[config.mk]
export PLATFORM = sky130hd
export DESIGN_NAME = dmairq_aggr
export DESIGN_NICKNAME = d
export VERILOG_FILES = /design/src/rtl/dmairq_pkg.sv /design/src/rtl/dmairq_decode.sv /design/src/rtl/dmairq_latch.sv /design/src/rtl/dmairq_mask.sv /design/src/rtl/dmairq_rdmux.sv /design/src/rtl/dmairq_aggr.sv
export SDC_FILE = /design/constraint.sdc
export NUM_CORES = 1
export LEC_CHECK = 0
export ABC_AREA = 1
export ABC_CLOCK_PERIOD_IN_PS = 1750
export BUFFER_PORTS_ARGS = -buffer_cell sky130_fd_sc_hd__buf_2
export CAP_MARGIN = 30
export CORE_UTILIZATION = 28
export DETAILED_ROUTE_END_ITERATION = 10
export GPL_TIMING_DRIVEN = 0
export PLACE_DENSITY = 0.44
export SYNTH_ARGS = -nofsm -noshare
export SYNTH_HDL_FRONTEND = slang
export SYNTH_SLANG_ARGS = --single-unit
[constraint.sdc]
create_clock -name clk -period 1.75 [get_ports clk]
set_input_delay 0.0875 -clock clk [delete_from_list [all_inputs] [get_ports clk]]
set_output_delay 0.0875 -clock clk [all_outputs]
set_load 0.03 [all_outputs]
[src/rtl/dmairq_pkg.sv]
package dmairq_pkg;
   localparam int NCLS = 4;

   typedef enum logic [1:0] {
      CLS_CHAIN = 2'd0,
      CLS_NODE  = 2'd1,
      CLS_ERRA  = 2'd2,
      CLS_ERRB  = 2'd3
   } evcls_e;

   localparam int OFS_SUMMARY   = 'h00;
   localparam int OFS_PEND_BASE = 'h10;
   localparam int OFS_MASK_BASE = 'h20;
   localparam int OFS_RAW_BASE  = 'h30;
   localparam int OFS_BUSY      = 'h40;
   localparam int OFS_STRIDE    = 4;
endpackage

[src/rtl/dmairq_decode.sv]
module dmairq_decode
   import dmairq_pkg::*;
#(
   parameter int NUM_CH = 16,
   parameter int ADDR_W = 8,
   parameter int DATA_W = 32
) (
   input  logic                          bus_wr,
   input  logic [ADDR_W-1:0]             bus_addr,
   input  logic [NUM_CH-1:0]             wbits,
   input  logic [NUM_CH-1:0]             ch_kill,
   output logic [NCLS-1:0]               mask_we,
   output logic [NCLS-1:0][NUM_CH-1:0]   clr_vec
);
   for (genvar k = 0; k < NCLS; k++) begin : g_cls
      localparam logic [ADDR_W-1:0] MASK_A = ADDR_W'(OFS_MASK_BASE + OFS_STRIDE*k);
      localparam logic [ADDR_W-1:0] RAW_A  = ADDR_W'(OFS_RAW_BASE + OFS_STRIDE*k);
      logic raw_hit;
      assign raw_hit    = bus_wr && (bus_addr == RAW_A);
      assign mask_we[k] = bus_wr && (bus_addr == MASK_A);
      assign clr_vec[k] = (raw_hit ? wbits : '0) | ch_kill;
   end
endmodule

[src/rtl/dmairq_latch.sv]
module dmairq_latch #(
   parameter int NUM_CH = 16
) (
   input  logic              clk,
   input  logic              rst_n,
   input  logic [NUM_CH-1:0] set_in,
   input  logic [NUM_CH-1:0] clr_in,
   output logic [NUM_CH-1:0] raw_q
);
   // set dominates clear in the same cycle
   always_ff @(posedge clk) begin
      if (!rst_n) raw_q <= '0;
      else        raw_q <= set_in | (raw_q & ~clr_in);
   end
endmodule

[src/rtl/dmairq_mask.sv]
module dmairq_mask #(
   parameter int NUM_CH = 16
) (
   input  logic              clk,
   input  logic              rst_n,
   input  logic              we,
   input  logic [NUM_CH-1:0] wbits,
   output logic [NUM_CH-1:0] mask_q
);
   always_ff @(posedge clk) begin
      if (!rst_n)  mask_q <= '0;
      else if (we) mask_q <= wbits;
   end
endmodule

[src/rtl/dmairq_rdmux.sv]
module dmairq_rdmux
   import dmairq_pkg::*;
#(
   parameter int NUM_CH = 16,
   parameter int ADDR_W = 8,
   parameter int DATA_W = 32
) (
   input  logic [ADDR_W-1:0]           bus_addr,
   input  logic [NCLS-1:0][NUM_CH-1:0] raw_q,
   input  logic [NCLS-1:0][NUM_CH-1:0] mask_q,
   input  logic [NCLS-1:0][NUM_CH-1:0] pend,
   input  logic [NUM_CH-1:0]           summary,
   input  logic [NUM_CH-1:0]           ch_busy,
   output logic [DATA_W-1:0]           bus_rdata
);
   always_comb begin
      bus_rdata = '0;
      if (bus_addr == ADDR_W'(OFS_SUMMARY)) bus_rdata = DATA_W'(summary);
      if (bus_addr == ADDR_W'(OFS_BUSY))    bus_rdata = DATA_W'(ch_busy);
      for (int k = 0; k < NCLS; k++) begin
         if (bus_addr == ADDR_W'(OFS_PEND_BASE + OFS_STRIDE*k)) bus_rdata = DATA_W'(pend[k]);
         if (bus_addr == ADDR_W'(OFS_MASK_BASE + OFS_STRIDE*k)) bus_rdata = DATA_W'(mask_q[k]);
         if (bus_addr == ADDR_W'(OFS_RAW_BASE + OFS_STRIDE*k))  bus_rdata = DATA_W'(raw_q[k]);
      end
   end
endmodule

[src/rtl/dmairq_aggr.sv]
module dmairq_aggr
   import dmairq_pkg::*;
#(
   parameter int NUM_CH    = 16,
   parameter int ADDR_W    = 8,
   parameter int DATA_W    = 32,
   parameter bit IRQ_FLOP  = 1'b0
) (
   input  logic              clk,
   input  logic              rst_n,
   input  logic              bus_wr,
   input  logic [ADDR_W-1:0] bus_addr,
   input  logic [DATA_W-1:0] bus_wdata,
   output logic [DATA_W-1:0] bus_rdata,
   input  logic [NUM_CH-1:0] ev_chain_done,
   input  logic [NUM_CH-1:0] ev_node_done,
   input  logic [NUM_CH-1:0] ev_err_a,
   input  logic [NUM_CH-1:0] ev_err_b,
   input  logic [NUM_CH-1:0] ch_kill,
   input  logic [NUM_CH-1:0] ch_busy,
   output logic              irq
);
   if (NUM_CH < 1 || NUM_CH > DATA_W) begin : g_bad_ch
      $error("dmairq_aggr: NUM_CH must lie in 1..DATA_W");
   end
   if (ADDR_W < 7) begin : g_bad_addr
      $error("dmairq_aggr: ADDR_W too small for the register map");
   end

   logic [NUM_CH-1:0]           wbits;
   logic [NCLS-1:0][NUM_CH-1:0] ev_all;
   logic [NCLS-1:0][NUM_CH-1:0] clr_vec;
   logic [NCLS-1:0][NUM_CH-1:0] raw_q;
   logic [NCLS-1:0][NUM_CH-1:0] mask_q;
   logic [NCLS-1:0][NUM_CH-1:0] pend;
   logic [NCLS-1:0]             mask_we;
   logic [NUM_CH-1:0]           summary;

   assign wbits = bus_wdata[NUM_CH-1:0];
   if (NUM_CH < DATA_W) begin : g_hi
      logic wdata_unused;
      assign wdata_unused = ^bus_wdata[DATA_W-1:NUM_CH];
   end

   assign ev_all[CLS_CHAIN] = ev_chain_done;
   assign ev_all[CLS_NODE]  = ev_node_done;
   assign ev_all[CLS_ERRA]  = ev_err_a;
   assign ev_all[CLS_ERRB]  = ev_err_b;

   dmairq_decode #(.NUM_CH(NUM_CH), .ADDR_W(ADDR_W), .DATA_W(DATA_W)) u_dec (
      .bus_wr  (bus_wr),
      .bus_addr(bus_addr),
      .wbits   (wbits),
      .ch_kill (ch_kill),
      .mask_we (mask_we),
      .clr_vec (clr_vec)
   );

   for (genvar k = 0; k < NCLS; k++) begin : g_cls
      dmairq_latch #(.NUM_CH(NUM_CH)) u_raw (
         .clk   (clk),
         .rst_n (rst_n),
         .set_in(ev_all[k]),
         .clr_in(clr_vec[k]),
         .raw_q (raw_q[k])
      );
      dmairq_mask #(.NUM_CH(NUM_CH)) u_mask (
         .clk   (clk),
         .rst_n (rst_n),
         .we    (mask_we[k]),
         .wbits (wbits),
         .mask_q(mask_q[k])
      );
      assign pend[k] = raw_q[k] & mask_q[k];
   end

   always_comb begin
      summary = '0;
      for (int k = 0; k < NCLS; k++) summary |= pend[k];
   end

   if (IRQ_FLOP) begin : g_irq_ff
      logic irq_q;
      always_ff @(posedge clk) begin
         if (!rst_n) irq_q <= 1'b0;
         else        irq_q <= |summary;
      end
      assign irq = irq_q;
   end else begin : g_irq_comb
      assign irq = |summary;
   end

   dmairq_rdmux #(.NUM_CH(NUM_CH), .ADDR_W(ADDR_W), .DATA_W(DATA_W)) u_rd (
      .bus_addr (bus_addr),
      .raw_q    (raw_q),
      .mask_q   (mask_q),
      .pend     (pend),
      .summary  (summary),
      .ch_busy  (ch_busy),
      .bus_rdata(bus_rdata)
   );
endmodule

### Word level (Yosys, flattened, before mapping)

Index checks and enable logic that the tools add are counted.

| storage, ports and cells | value |
|---|---|
| bits of input ports | 139 |
| word-level logic and storage cells | 72 |
| register bits | 128 |

| operators by class | value |
|---|---|
| bitwise gates (word level) | 23 |
| multiplexer cells | 18 |
| equal/unequal tests | 13 |
| reductions and logical operators | 10 |

Operators by type and width:

| operator | number |
|---|---|
| $mux 16 | 18 |
| $or 16x16->16 | 11 |
| $and 16x16->16 | 8 |
| $eq 8x6->1 const B | 8 |
| $not 16->16 | 4 |
| $eq 8x5->1 const B | 4 |
| $reduce_or 16->1 | 1 |
| $eq 8x7->1 const B | 1 |
| $logic_and 1x1->1 | 8 |
| $logic_not 8->1 | 1 |

### Logic depth before layout (Yosys ltp)

| logic depth | value |
|---|---|
| depth after elaboration | 18 |
| mapped depth | 13 |
| mapped depth without buffers | 13 |

### By module

From an unflattened synthesis, not the netlist that was laid out.

| unflattened totals | value |
|---|---|
| cell total of the unflattened synthesis | 1571 |
| area, all modules | 9063.7 µm² |

Modules (own cells, without submodules):

| module | times used | cells each | area each (µm²) |
|---|---|---|---|
| dmairq_mask | 4 | 101 | 674.4 |
| dmairq_latch | 4 | 82 | 633.1 |
| dmairq_rdmux | 1 | 473 | 2164.6 |
| dmairq_decode | 1 | 183 | 907.1 |
| dmairq_aggr | 1 | 183 | 762.0 |

### Least setup slack after synthesis

Ideal clock, no wire load.

| timing path | value |
|---|---|
| kind | in2out |
| start point | input port bus_addr[7] |
| end point | output port bus_rdata[11] |
| slack | 193 ps |
| stages | 11 |
| data arrival time | 1470 ps |
| required time | 1662 ps |
| path through | nor2_2 -> nand2_2 -> nor2_8 -> inv_4 -> nor2_8 -> inv_4 -> buf_4 -> o21ai_0 -> inv_1 -> nand2_1 -> nand4_1 |

| between the ends | value |
|---|---|
| longest elaborated chain between the ends | 15 |
| elaborated cells between the ends (all ways) | 28 |
| classes of those cells | eq/ne: 13; mux: 14; reduce/logical: 1 |

RTL lines:

| element | line | RTL |
|---|---|---|
| from (decl) | dmairq_aggr.sv:12 | `input logic [ADDR_W-1:0] bus_addr,` |
| $logic_not 8->1 | dmairq_rdmux.sv:18 | `if (bus_addr == ADDR_W'(OFS_SUMMARY)) bus_rdata = DATA_W'(summary);` |
| $mux 16 | dmairq_rdmux.sv:18 |  |
| $mux 16 | dmairq_rdmux.sv:19 | `if (bus_addr == ADDR_W'(OFS_BUSY)) bus_rdata = DATA_W'(ch_busy);` |
| $mux 16 | dmairq_rdmux.sv:21 | `if (bus_addr == ADDR_W'(OFS_PEND_BASE + OFS_STRIDE*k)) bus_rdata = DATA_W'(pend[k]);` |
| $mux 16 | dmairq_rdmux.sv:22 | `if (bus_addr == ADDR_W'(OFS_MASK_BASE + OFS_STRIDE*k)) bus_rdata = DATA_W'(mask_q[k]);` |
| $mux 16 | dmairq_rdmux.sv:23 | `if (bus_addr == ADDR_W'(OFS_RAW_BASE + OFS_STRIDE*k)) bus_rdata = DATA_W'(raw_q[k]);` |
| $mux 16 | dmairq_rdmux.sv:21 |  |
| $mux 16 | dmairq_rdmux.sv:22 |  |
| $mux 16 | dmairq_rdmux.sv:23 |  |
| $mux 16 | dmairq_rdmux.sv:21 |  |
| $mux 16 | dmairq_rdmux.sv:22 |  |
| $mux 16 | dmairq_rdmux.sv:23 |  |
| $mux 16 | dmairq_rdmux.sv:21 |  |
| $mux 16 | dmairq_rdmux.sv:22 |  |
| $mux 16 (*) | dmairq_rdmux.sv:23 |  |
| to (decl) | dmairq_aggr.sv:14 | `output logic [DATA_W-1:0] bus_rdata,` |

Mark *: on every way between the ends. The rest lies on a longest branch, timed or not.

### Worst setup path after layout

| timing path | value |
|---|---|
| start point | register g_cls[0].u_raw.raw_q[15] |
| end point | output port bus_rdata[15] |

| between the ends | value |
|---|---|
| longest elaborated chain between the ends | 18 |

RTL lines:

| element | line | RTL |
|---|---|---|
| from (decl) | dmairq_latch.sv:8 | `output logic [NUM_CH-1:0] raw_q` |
| from (signal assigned) | dmairq_latch.sv:13 | `else raw_q <= set_in \| (raw_q & ~clr_in);` |
| $and 16x16->16 | dmairq_aggr.sv:74 | `assign pend[k] = raw_q[k] & mask_q[k];` |
| $or 16x16->16 (3 in series) | dmairq_aggr.sv:79 | `for (int k = 0; k < NCLS; k++) summary \|= pend[k];` |
| $mux 16 | dmairq_rdmux.sv:18 |  |
| $mux 16 | dmairq_rdmux.sv:19 |  |
| $mux 16 | dmairq_rdmux.sv:21 |  |
| $mux 16 | dmairq_rdmux.sv:22 |  |
| $mux 16 (*) | dmairq_rdmux.sv:23 |  |
| $mux 16 (*) | dmairq_rdmux.sv:21 |  |
| $mux 16 (*) | dmairq_rdmux.sv:22 |  |
| $mux 16 (*) | dmairq_rdmux.sv:23 |  |
| $mux 16 (*) | dmairq_rdmux.sv:21 |  |
| $mux 16 (*) | dmairq_rdmux.sv:22 |  |
| $mux 16 (*) | dmairq_rdmux.sv:23 |  |
| $mux 16 (*) | dmairq_rdmux.sv:21 |  |
| $mux 16 (*) | dmairq_rdmux.sv:22 |  |
| $mux 16 (*) | dmairq_rdmux.sv:23 |  |

Marked as above.

==> metrics.md <==
| Metric | Value |
|---|---|
| Hold WC Path Type | in2reg |
| Status | finished, violations left |
| Fin. max-slew vios | 0 |
| Fmax | roughly 480 MHz |
| Top-count cell post-synth | nand2_1 |
| Max-cap viol count | 0 |
| Multi-input logic area | 4570 µm² |
| Kind of critical path | reg2out |
| Final period util | 119% |
| Worst path arrival time | 2.00 ns |
| 1st-iter DRT viols | 650 |
| Total core area | 26100 µm² |
| PortBufs | approximately 120 |
| Crit path launch type | flip-flop |
| Number of synthesized flops with an enable pin | 0 |
| Pre-antenna DRT Iters | 6 |
| H-tree lvl count | 4 |
| FP Rows | 59 |
| Fillers | 2837 |
| Pwr per Cell Area | about 740 nW/µm² |
| Inserted Diodes | 0 |
| CP Buf/Inv Count | 1 |
| Crit-path leading delay family | simple AND/OR/NAND/NOR gates |
| Clk sinks | ~130 |
| Final ANT Viol Nets | 0 |
| Leak | 4.94 nW |
| Sequential area share after synthesis | 34.4% |
| Routed WL per cell | 19.3 µm |
| Number of nets in the finished design | 1595 |
| Number of cells on the critical path | 11 |
| Final Critical Period | 2.08 ns |
| Synth Instances | 1176 |
| Setup WS post-layout | -0.335 ns |
| Slowest cell on the critical path | dfxtp_2 |
| Global-route usage over all layers | 25.5% |
| Fin. Hold Viols | 0 |
| Grt ovf | 0 |
| Layout cells sized above 1 | 34.0% |
| Mean post-synth cell area | between 6 and 7 µm² |
| Ports | 172 |
| Clk_lat worst skew | 0.42 ns |
| Root Buffer | clkbuf_16 |
| Post-synth ARST share | 0% |
| Critical path data required time | around 1.7 ns |
| Clock transition at path regs | 0.06 ns |
| Final setup fails | 17 |
| Synth area leader | dfxtp_1 |
| Commonest cells post-synth | 249 x nand2_1, 158 x nor2_1, 149 x nand3_1 |
| Initial Util | 28.6% |
| Area contributors post-synth | dfxtp_1 34%, nand2_1 13%, nand3_1 10%, a21oi_1 9.6%, nor2_1 8.0% |
| Primary FF master, synth | dfxtp_1 |
| First-pass GRT wire length | 50.4 mm |
| Flops & latches, synth | around 130 |
| Synthesized area | 7450 µm² |
| WHS Path Cells | 4 |
| Routed vias | 8969 |
| Deepest clock path buffer count | 2 |
| VDD IR max | 564 µV |
| Cell Count Post-Placement | 1648 |
| CTS tree | built |
| Initial antenna violation count | 0 |
| RePlAce Congestion | 0.878 |
| Final Power | 0.00813 W |
| Maximum fanout along the worst path | 2 |
| Clock skew | 0 ns |
| Cell mode on critical path | nand2_1 |
| Final WL | 34.8 mm |
| Worst reg2reg path depth | 3 |
| Die area | 27300 µm² |
| CP cell instances | nand2_2 -> nand4_1 -> nand2_1 -> nand2_1 -> nor2_1 -> nand2_1 -> nand2_1 -> nand3_1 -> nor2_1 -> nand4_1 -> buf_6 |
| Slew @ Worst Pin | 0.790 ns |
| RSZ-0062 raised after global routing | true |
| Register Area | 2690 µm² |
| Yosys warnings | 0 |
| Final Util | between 40% and 50% |
| Worst path max stage delay | 0.33 ns |
| Die Wd | 165 µm |
| Critical Path Sink Type | output pin |
| Vias per cell | between 4 and 5 |
| Pin count of the biggest net entering global routing | 17 |
| Area Overhead vs Synth | 48.2% |
| Finished Layout Cells | 1804 |
| CTS Buf Count | 17 |
| TNS Setup | -4.40 ns |
| Yosys cell types | 28 |
| Residual DRC | 0 |
| Die Span Y | between 150 and 200 µm |
| Normalized max-slew margin | between 40 and 50% |
| Vias in the first global route | 8091 |
| Violated checks | negative setup slack |
| Reg2Reg Setup Slack | 0.90 ns |
| Post-DP HPWL | 25.3 mm |
| Top cell type's share of synthesized area | approximately a third |
## report_power, final
part	switching [W]	internal [W]	leakage (nW)
combinational	0.000523	0.000380	3.55
clock	0.00149	0.00261	0.316
sequential	0.000106	0.00302	1.08
total	0.00212	0.00601	4.94
## timing repair
item | CTS | global route
hold buffers | 65 | 0
endpoints found under the hold margin | 66 | 0
setup buffers | 48 | 12
setup endpoints to repair | 17 | 17
cloned | 1 | 0
resized for setup | 205 | 78
pin swaps | 83 | 89
## sequential cells by signal, indices dropped and copies added, names as in the netlist
name and count:
g_cls.u_mask.mask_q 64, g_cls.u_raw.raw_q 64
## cell type report
cell class | count | share of cell area (%)
clock buffers | 19 | 4.10
multi-input cells | 875 | 41.4
repair inverters | 1 | 0.0453
plain buffers | 85 | 4.38
well taps | 335 | 3.80
clock inverters | 13 | 1.89
inverters | 102 | 3.59
repair buffers | 246 | 16.4
flip-flops and latches | 128 | 24.4
## worst min-delay path, stage by stage
cell and delay [ns]:
buf_2 0.13, inv_1 0.05, a31oi_1 0.07, nor2_1 0.06
## kinds of logic (layout without fill, tap and decap cells)
family / count (synthesis) / in the layout / share of synthesized area, %
AOI/OAI and AO/OA: 239 / 239 / 17.3
and+or+nand+nor: 620 / 620 / 37.1
buffers and inverters: 188 / 466 / 11.2
other: 1 / 16 / 0.0503
DFF: 128 / 128 / 34.4
## metrics by stage
stage / hold slack [ns] / instance area, µm² / setup slack (ns)
floorplan: 0.198 / 7510 / 0.193
global placement: 0.294 / 8540 / -0.527
detailed placement: 0.296 / 8540 / -0.528
finish: 0.0188 / 11000 / -0.335
CTS: 0.0111 / 10700 / -0.317
global route: 0.0410 / 11000 / -0.447
## metal layers
| metal | up-vias | part of all wire [%] | global-route usage [%] |
|---|---|---|---|
| met5 | - | 0 | 0 |
| met4 | 0 | 2.2 | 7.76 |
| met3 | 46 | 6.4 | 5.67 |
| met2 | 303 | 45 | 39.0 |
| met1 | 4195 | 47 | 35.5 |
| li1 | 4425 | - | - |
## cells in the final DEF, fill, tap and decap left out, types with 3 or more instances in the layout
cell type and n:
nor2_2 16, bufinv_16 5, buf_6 19, nand2_2 58
nor2_8 3, a21oi_1 143, nand3b_1 8, o21ai_0 60
clkbuf_1 35, buf_2 118, dfxtp_2 62, dlygate4sd3_1 65
nand3_1 128, dfxtp_1 52, nand3_2 21, nor2_4 11
conb_1 16, nand2_4 13, clkbuf_16 17, clkinvlp_4 4
inv_1 88, nand2_1 182, buf_4 89, a21oi_2 20
dfxtp_4 14, nor3_4 3, inv_4 4, inv_2 8
a31oi_1 16, nor2_1 140, nand4_1 31
## worst paths after layout
path                                                start                   endpoint
worst max-delay path             g_cls[0].u_raw.raw_q[15]              bus_rdata[15]
worst max register to register    g_cls[0].u_raw.raw_q[3]    g_cls[0].u_raw.raw_q[3]
worst min register to register  g_cls[1].u_mask.mask_q[6]  g_cls[1].u_mask.mask_q[6]
worst min-delay path                          ch_kill[12]   g_cls[0].u_raw.raw_q[12]
Power figures use the tool's default switching activity.
